--- src/rtl/stat_guard_pkg.sv ---
// Package: field positions of the status byte and the type of the
// nonvolatile part. Assumes an 8-bit status byte with two protect bits.
package stat_guard_pkg;
    localparam int SR_W      = 8;
    localparam int BP_W      = 2;
    localparam int BIT_WIP   = 0;
    localparam int BIT_WEL   = 1;
    localparam int BIT_BP_LO = 2;
    localparam int BIT_PEN   = SR_W - 1;

    typedef struct packed {
        logic            pen;
        logic [BP_W-1:0] bp;
    } nv_bits_t;
endpackage

--- src/rtl/stat_guard_wpwatch.sv ---
// Module: remembers whether the protect pin was low in any cycle of the
// current status-write sequence. blocked_o also covers the current cycle.
// Assumes seq_i stays high from the first sequence cycle to the request.
module stat_guard_wpwatch (
    input  logic clk,
    input  logic rst_n,
    input  logic seq_i,
    input  logic wp_n_i,
    output logic blocked_o
);
    logic seen_low_q;

    // Purpose: sticky low-pin flag, cleared as soon as the sequence ends.
    always_ff @(posedge clk) begin
        if (!rst_n) begin
            seen_low_q <= 1'b0;
        end else begin
            seen_low_q <= seq_i & (seen_low_q | ~wp_n_i);
        end
    end

    assign blocked_o = seen_low_q | ~wp_n_i;

    // a low pin inside a sequence must be remembered
    a_r5_low_pin_kept: assert property (@(posedge clk) disable iff (!rst_n)
        (seq_i && !wp_n_i) |=> blocked_o);
    // memory is dropped after the sequence ends with the pin high
    a_r5_memory_cleared: assert property (@(posedge clk) disable iff (!rst_n)
        (!seq_i && wp_n_i) |=> (wp_n_i |-> !blocked_o));
endmodule

--- src/rtl/stat_guard_wel.sv ---
// Module: write-enable latch. Set and clear strobes are honoured only while
// no write cycle runs, and the latch drops when the write cycle finishes.
// Assumes busy_i is a clean level from the write-cycle timer.
module stat_guard_wel (
    input  logic clk,
    input  logic rst_n,
    input  logic set_i,
    input  logic clr_i,
    input  logic busy_i,
    output logic wel_o
);
    logic busy_q;

    // Purpose: latch update with priority clear > cycle-done > set.
    always_ff @(posedge clk) begin
        if (!rst_n) begin
            wel_o  <= 1'b0;
            busy_q <= 1'b0;
        end else begin
            busy_q <= busy_i;
            if (!busy_i) begin
                if (clr_i) begin
                    wel_o <= 1'b0;
                end else if (busy_q) begin
                    wel_o <= 1'b0;
                end else if (set_i) begin
                    wel_o <= 1'b1;
                end
            end
        end
    end

    // set strobe in an idle cycle sets the latch
    a_r2_set_latch: assert property (@(posedge clk) disable iff (!rst_n)
        (set_i && !clr_i && !busy_i && !busy_q) |=> wel_o);
    // clear strobe wins when idle
    a_r2_clear_latch: assert property (@(posedge clk) disable iff (!rst_n)
        (clr_i && !busy_i) |=> !wel_o);
    // strobes ignored during a write cycle
    a_r2_hold_busy: assert property (@(posedge clk) disable iff (!rst_n)
        busy_i |=> $stable(wel_o));
    // end of write cycle drops the latch
    a_r9_done_clears: assert property (@(posedge clk) disable iff (!rst_n)
        (busy_q && !busy_i) |=> !wel_o);
endmodule

--- src/rtl/stat_guard_nvreg.sv ---
// Module: acceptance decision and storage of the nonvolatile status bits.
// Assumes req_i is a one-cycle strobe and blocked_i comes from the pin watcher.
module stat_guard_nvreg
    import stat_guard_pkg::*;
(
    input  logic            clk,
    input  logic            rst_n,
    input  logic            req_i,
    input  nv_bits_t        req_bits_i,
    input  logic            busy_i,
    input  logic            wel_i,
    input  logic            blocked_i,
    output nv_bits_t        nv_o,
    output logic            accept_o,
    output logic            reject_o
);
    logic ok;

    // Purpose: request is honoured only when idle, enabled and not pin-locked.
    always_comb begin
        ok = ~busy_i & wel_i & ~(nv_o.pen & blocked_i);
    end

    // Purpose: register the verdict pulses and commit accepted bits.
    always_ff @(posedge clk) begin
        if (!rst_n) begin
            nv_o     <= '0;
            accept_o <= 1'b0;
            reject_o <= 1'b0;
        end else begin
            accept_o <= req_i & ok;
            reject_o <= req_i & ~ok;
            if (req_i && ok) begin
                nv_o <= req_bits_i;
            end
        end
    end

    // nonvolatile bits frozen during a write cycle
    a_r7_frozen_busy: assert property (@(posedge clk) disable iff (!rst_n)
        busy_i |=> $stable(nv_o));
    // no latch means refusal and no change
    a_r4_no_latch: assert property (@(posedge clk) disable iff (!rst_n)
        (req_i && !wel_i) |=> (reject_o && $stable(nv_o)));
    // pin lock refuses the request
    a_r5_pin_lock: assert property (@(posedge clk) disable iff (!rst_n)
        (req_i && nv_o.pen && blocked_i) |=> !accept_o);
    // accept and reject never together
    a_r3_one_verdict: assert property (@(posedge clk) disable iff (!rst_n)
        $onehot0({accept_o, reject_o}));
    // no verdict without a request
    a_r1_no_spurious: assert property (@(posedge clk) disable iff (!rst_n)
        !req_i |=> (!accept_o && !reject_o));
endmodule

--- src/rtl/stat_guard.sv ---
// Module: top of the status-register guard. Joins the pin watcher, the
// write-enable latch and the nonvolatile store, and assembles the status byte.
// Assumes the command engine keeps the request inside the sequence level.
module stat_guard
    import stat_guard_pkg::*;
(
    input  logic            clk,
    input  logic            rst_n,
    input  logic            wel_set_i,
    input  logic            wel_clr_i,
    input  logic            wrsr_seq_i,
    input  logic            wrsr_req_i,
    input  logic [7:0]      wrsr_data_i,
    input  logic            wp_n_i,
    input  logic            busy_i,
    output logic [7:0]      status_o,
    output logic            wel_o,
    output logic [1:0]      bp_o,
    output logic            accept_o,
    output logic            reject_o
);
    logic     blocked;
    nv_bits_t req_bits;
    nv_bits_t nv;
    logic     unused_data_bits;

    assign req_bits.pen     = wrsr_data_i[BIT_PEN];
    assign req_bits.bp      = wrsr_data_i[BIT_BP_LO +: BP_W];
    assign unused_data_bits = ^{wrsr_data_i[BIT_PEN-1:BIT_BP_LO+BP_W],
                                wrsr_data_i[BIT_WEL:BIT_WIP]};

    stat_guard_wpwatch u_wpwatch (
        .clk       (clk),
        .rst_n     (rst_n),
        .seq_i     (wrsr_seq_i),
        .wp_n_i    (wp_n_i),
        .blocked_o (blocked)
    );

    stat_guard_wel u_wel (
        .clk    (clk),
        .rst_n  (rst_n),
        .set_i  (wel_set_i),
        .clr_i  (wel_clr_i),
        .busy_i (busy_i),
        .wel_o  (wel_o)
    );

    stat_guard_nvreg u_nvreg (
        .clk        (clk),
        .rst_n      (rst_n),
        .req_i      (wrsr_req_i),
        .req_bits_i (req_bits),
        .busy_i     (busy_i),
        .wel_i      (wel_o),
        .blocked_i  (blocked),
        .nv_o       (nv),
        .accept_o   (accept_o),
        .reject_o   (reject_o)
    );

    // Purpose: assemble the readable status byte; unused bits read zero.
    always_comb begin
        status_o                        = '0;
        status_o[BIT_PEN]               = nv.pen;
        status_o[BIT_BP_LO +: BP_W]     = nv.bp;
        status_o[BIT_WEL]               = wel_o;
        status_o[BIT_WIP]               = busy_i;
    end

    assign bp_o = nv.bp;

    // an accept pulse follows a request of the previous cycle
    a_r3_accept_has_cause: assert property (@(posedge clk) disable iff (!rst_n)
        accept_o |-> $past(wrsr_req_i));
endmodule

--- config.mk ---
export PLATFORM = sky130hd
export DESIGN_NAME = stat_guard
export DESIGN_NICKNAME = d
export VERILOG_FILES = /design/src/rtl/stat_guard_pkg.sv /design/src/rtl/stat_guard_wpwatch.sv /design/src/rtl/stat_guard_wel.sv /design/src/rtl/stat_guard_nvreg.sv /design/src/rtl/stat_guard.sv
export SDC_FILE = /design/constraint.sdc
export NUM_CORES = 1
export LEC_CHECK = 0
export BUFFER_PORTS_ARGS = -buffer_cell sky130_fd_sc_hd__buf_4
export CAP_MARGIN = 20
export CORE_AREA = 4 4 41 43
export DETAILED_ROUTE_END_ITERATION = 8
export DIE_AREA = 0 0 45 47
export SLEW_MARGIN = 10
export SYNTH_ARGS = -nofsm -noshare
export SYNTH_HDL_FRONTEND = slang
export SYNTH_SLANG_ARGS = --single-unit
--- constraint.sdc ---
create_clock -name clk -period 1.3 [get_ports clk]
set_input_delay 0.26 -clock clk [delete_from_list [all_inputs] [get_ports clk]]
set_output_delay 0.26 -clock clk [all_outputs]
set_load 0.05 [all_outputs]
# After elaboration in Yosys (flattened, before gate mapping)
# Cells that the tools add are included.
[word_totals]
romBits = 0
latchBits = 0
reg_bits = 8
output_inout_bits = 13
ramBits = 0
memories = 0
word_cells = 24
[classes]
n_mul = 0
n_lt_le_gt_ge = 0
mux = 3
addsub = 0
n_div = 0
n_reduce_logical = 3
eq_ne = 0
shift = 0
n_bitwise = 11
[ops]
columns = ["cell", "count"]
rows = [
  ["bitwise AND 1 bit", 6],
  ["inverter 1 bit", 4],
  ["two-way mux 1 bit", 3],
  ["nonzero test 3 bit", 1],
  ["AND reduction 2 bit", 1],
  ["logical AND 1 bit", 1],
  ["bitwise OR 1 bit", 1],
]

# Logic depth before layout (Yosys ltp)
[depth]
depth_word = 7
mapped_depth = 3
mapped_depth_nobuf = 3

# Cells and area by module
# A second synthesis with hierarchy kept.
[unflattened]
hier_cells = 38
area_unflattened_um2 = 354.1
[modules_own_cells]
columns = ["module", "area_each_um2", "cells_each", "n_inst"]
rows = [
  ["stat_guard_nvreg", 190.2, 21, 1],
  ["stat_guard_wel", 67.6, 6, 1],
  ["stat_guard", 56.3, 8, 1],
  ["stat_guard_wpwatch", 40.0, 3, 1],
]

# Worst setup path after synthesis
# No wires, ideal clock.
[synth_timing]
path_type = "reg2reg"
from = "reg u_wel.wel_o"
to = "reg u_nvreg.nv_o[0] in the netlist's numbering"
synth_period_minus_slack_ns = 1.419
arrival_ns = 1.347
setup_ns = 0.072
path_stages_with_launch = 4
slack_ns = -0.119
cell_sequence = "dfxtp_1 nand2_1 a211oi_4 mux2i_1"
[synth_via]
elab_chain_cells = 3
[synth_lines]
columns = ["item", "line", "text"]
rows = [
  ["start, declared", "stat_guard_wel.sv:10", "output logic wel_o"],
  ["start signal, assigned", "stat_guard_wel.sv:17", "wel_o <= 1'b0;"],
  ["start signal, assigned", "stat_guard_wel.sv:23", "wel_o <= 1'b0;"],
  ["start signal, assigned", "stat_guard_wel.sv:25", "wel_o <= 1'b0;"],
  ["bitwise AND 1 bit (2 in a row)", "stat_guard_nvreg.sv:21", "ok = ~busy_i & wel_i & ~(nv_o.pen & blocked_i);"],
  ["logical AND 1 bit", "stat_guard_nvreg.sv:33", "if (req_i && ok) begin"],
  ["end signal, assigned", "stat_guard_nvreg.sv:34", "nv_o <= req_bits_i;"],
  ["end, declared", "stat_guard_nvreg.sv:13", "output nv_bits_t nv_o,"],
]
# Every way passes these cells.
# A chain may end at the register's enable or synchronous reset.

# Worst setup path after layout
[layout_timing]
from = "reg u_nvreg.nv_o[2] in the netlist's numbering"
to = "out status_o[7]"
[layout_lines]
columns = ["item", "line", "text"]
rows = [
  ["end, declared", "stat_guard.sv:16", "output logic [7:0] status_o,"],
]
# No word-level cell between the ends.

==> results.json <==
{
  "critical-path-top-delay-family": "flip-flops",
  "crit_fanout": 4,
  "grt_remaining_overflow": 0,
  "area_growth_pct": 38.78,
  "finalSetupViolCount": 0,
  "ys_warn_count": 0,
  "ioPinCount": 29,
  "final_core_util_pct": 39.23,
  "ctsLongestPathBuffers": 2,
  "slowest_stage": "dfxtp_1",
  "ant_nets": 0,
  "status": "completed",
  "synthArstFlopShare_pct": 0,
  "numPortBuffers": 20,
  "cts.sinks": 8,
  "post-place-cells": 69,
  "drc_errors": 0,
  "rows": 13,
  "clock_skew_ps": 7.006,
  "drive_above_1_share_pct": 49.12,
  "yosysTopAreaCellShare_pct": 43.54,
  "cp_num_buf_inv": 1,
  "min_period_over_period_pct": 89.40,
  "clk_pin_slew_ps": 60,
  "p_clk_share_pct": 33.0,
  "muxShareOfSynthArea_pct": 8.163,
  "power_leakage_nw": 0.2409,
  "slew_viol_final": 0,
  "ys_ff_latch": 8,
  "clock.fmax_mhz": 860.4,
  "synth_top_family_by_area": "simple AND/OR/NAND/NOR gates",
  "crit_type": "flip-flop to primary output",
  "hold_path_class": "primary input to flip-flop",
  "core_region_area_sq_um": 1301,
  "die_h_microns": 47,
  "finalHoldViolCount": 0,
  "end_kind": "primary output",
  "rsz0062_at_grt": "no",
  "cp.required_ps": 1040,
  "cts_buffers": 3,
  "multi_input_area_sq_um": 153.9,
  "yosys.area_share.simple_pct": 20.75,
  "yosysTopAreaCell": "dfxtp_1",
  "diodes": 0,
  "grt_pass1_wl_mm": 1.131,
  "antenna_found_initial": 0,
  "cts_tree": "built",
  "synth_area_sq_um": 367.9,
  "grtUsageTotal_pct": 7.845,
  "maxCapViolCount": 0,
  "num-nets-final": 75,
  "syn-instance-count": 40,
  "routed_via_density": 4.042,
  "hold_depth": 2,
  "wl_per_cell_microns": 10.43,
  "yosysMostFrequentCell": "nand2_1",
  "synth_edf_count": 0,
  "crit_path_max_incr_delay_ps": 410,
  "n_fill_cell": 138,
  "htree_levels": 1,
  "synth_xor_area_share_pct": 0,
  "syn_avg_cell_area_sq_um": 9.196,
  "drt-initial-drc-count": 0,
  "seq_area_frac_synth_pct": 43.54,
  "fin_crit_ps": 1162,
  "finalSetupTns_ps": 0,
  "clk_latency_ps": 250,
  "grt_max_degree": 12,
  "postCtsHoldBufs": 0,
  "cts-root-buf": "clkbuf_4",
  "grt_pass1_vias": 294,
  "synth_fa_ha_area_share_pct": 0,
  "ys.flop_type": "dfxtp_1",
  "post_cts_resized": 0,
  "synthDistinctLibCells": 16,
  "dr.pass1.iters": 1,
  "start_kind": "flip-flop",
  "yosys-top-cells-area": "dfxtp_1, buf_4, nand2_1, mux2i_1, a211oi_4",
  "holdWs_ps": 253.7,
  "power_w": 0.0005614,
  "worstPathCellList": "buf_4",
  "reg2reg_depth": 3,
  "pwr-share-comb_pct": 20.9,
  "synth_commonest_cells": "nand2_1, dfxtp_1, buf_4, mux2i_1, nor2_1",
  "finalNonFillerCells": 72,
  "p_int_w": 0.0004013,
  "gp_congestion": 0.6819,
  "p_sw_w": 0.0001601,
  "die-area_sq_um": 2115,
  "synth-compound-area-share_pct": 9.864,
  "peakVddDrop_mv": 0.2917,
  "swShare_pct": 28.52,
  "regArea_sq_um": 161.4,
  "drt_wl_total_microns": 751,
  "worstPathArrival_ps": 900,
  "cts_setup_buffers": 0,
  "power.density_nw_per_um2": 1100,
  "cp.depth": 1,
  "initial_utilization_pct": 28.27,
  "fp.dieW_microns": 45,
  "pwr-share-seq_pct": 46.1,
  "vias": 291
}
==> placed cells by master (no fill, tap or decap) <==
| master | n |
|---|---|
| and2_2 | 1 |
| dfxtp_1 | 7 |
| o21ai_0 | 1 |
| nand2b_4 | 1 |
| conb_1 | 3 |
| and3_2 | 1 |
| buf_4 | 20 |
| inv_1 | 1 |
| a31oi_1 | 1 |
| dfxtp_2 | 1 |
| nor2_1 | 2 |
| a21oi_1 | 1 |
| and2_1 | 1 |
| nand2_1 | 9 |
| clkbuf_4 | 3 |
| mux2i_1 | 3 |
| a211oi_4 | 1 |
==> area by class of cell <==
cell class	instances	area share [%]
inverter	1	0.7353
multi-input combinational	25	30.15
tap	15	3.676
sequential	8	31.62
clock buffer	3	4.412
timing repair buffer	20	29.41
==> path summary, 6_finish.rpt <==
kind,startpoint,end,slack [ps]
min reg2reg,u_nvreg.nv_o[0],u_nvreg.nv_o[0],480
max reg2reg,u_wpwatch.seen_low_q,u_nvreg.nv_o[1],220
max,u_nvreg.nv_o[2],status_o[7],140
min,wrsr_seq_i,u_wpwatch.seen_low_q,250
==> sequential cells by signal, summed over array words and instances (netlist names) <==
name                  flops
u_nvreg.reject_o          1
u_nvreg.nv_o              3
u_nvreg.accept_o          1
u_wel.wel_o               1
u_wel.busy_q              1
u_wpwatch.seen_low_q      1
==> routing by layer <==
layer	wire (microns)	track usage (%)	part of all wire (%)
met5	0	0	0
met4	4	7.018	0.53
met3	108	3.065	14
met2	346	13.28	46
met1	292	7.339	39
==> power groups by stage <==
stage / sequential [W] / clock (W) / combinational [W]
2_1_floorplan: 0.000281 / 0 / 0.0000700
3_3_place_gp: 0.000263 / 0 / 0.000117
3_5_place_dp: 0.000264 / 0 / 0.000118
4_1_cts: 0.000259 / 0.000197 / 0.000118
5_1_grt: 0.000259 / 0.000203 / 0.000124
6_report: 0.000259 / 0.000185 / 0.000117
==> cells by family after synthesis <==
logic type | count (synthesis)
flops | 8
simple gates | 15
mux | 3
other cells | 1
compound gates | 4
buf+inv | 9
==> stage by stage <==
step	setup slack, ps	instance area [sq um]
CTS	119.2	510.5
finish	137.8	510.5
floorplan	92.83	376.6
global placement	247.5	488.0
global route	93.93	510.5
detailed placement	227.5	488.0
(Power assumes the default switching activity.)
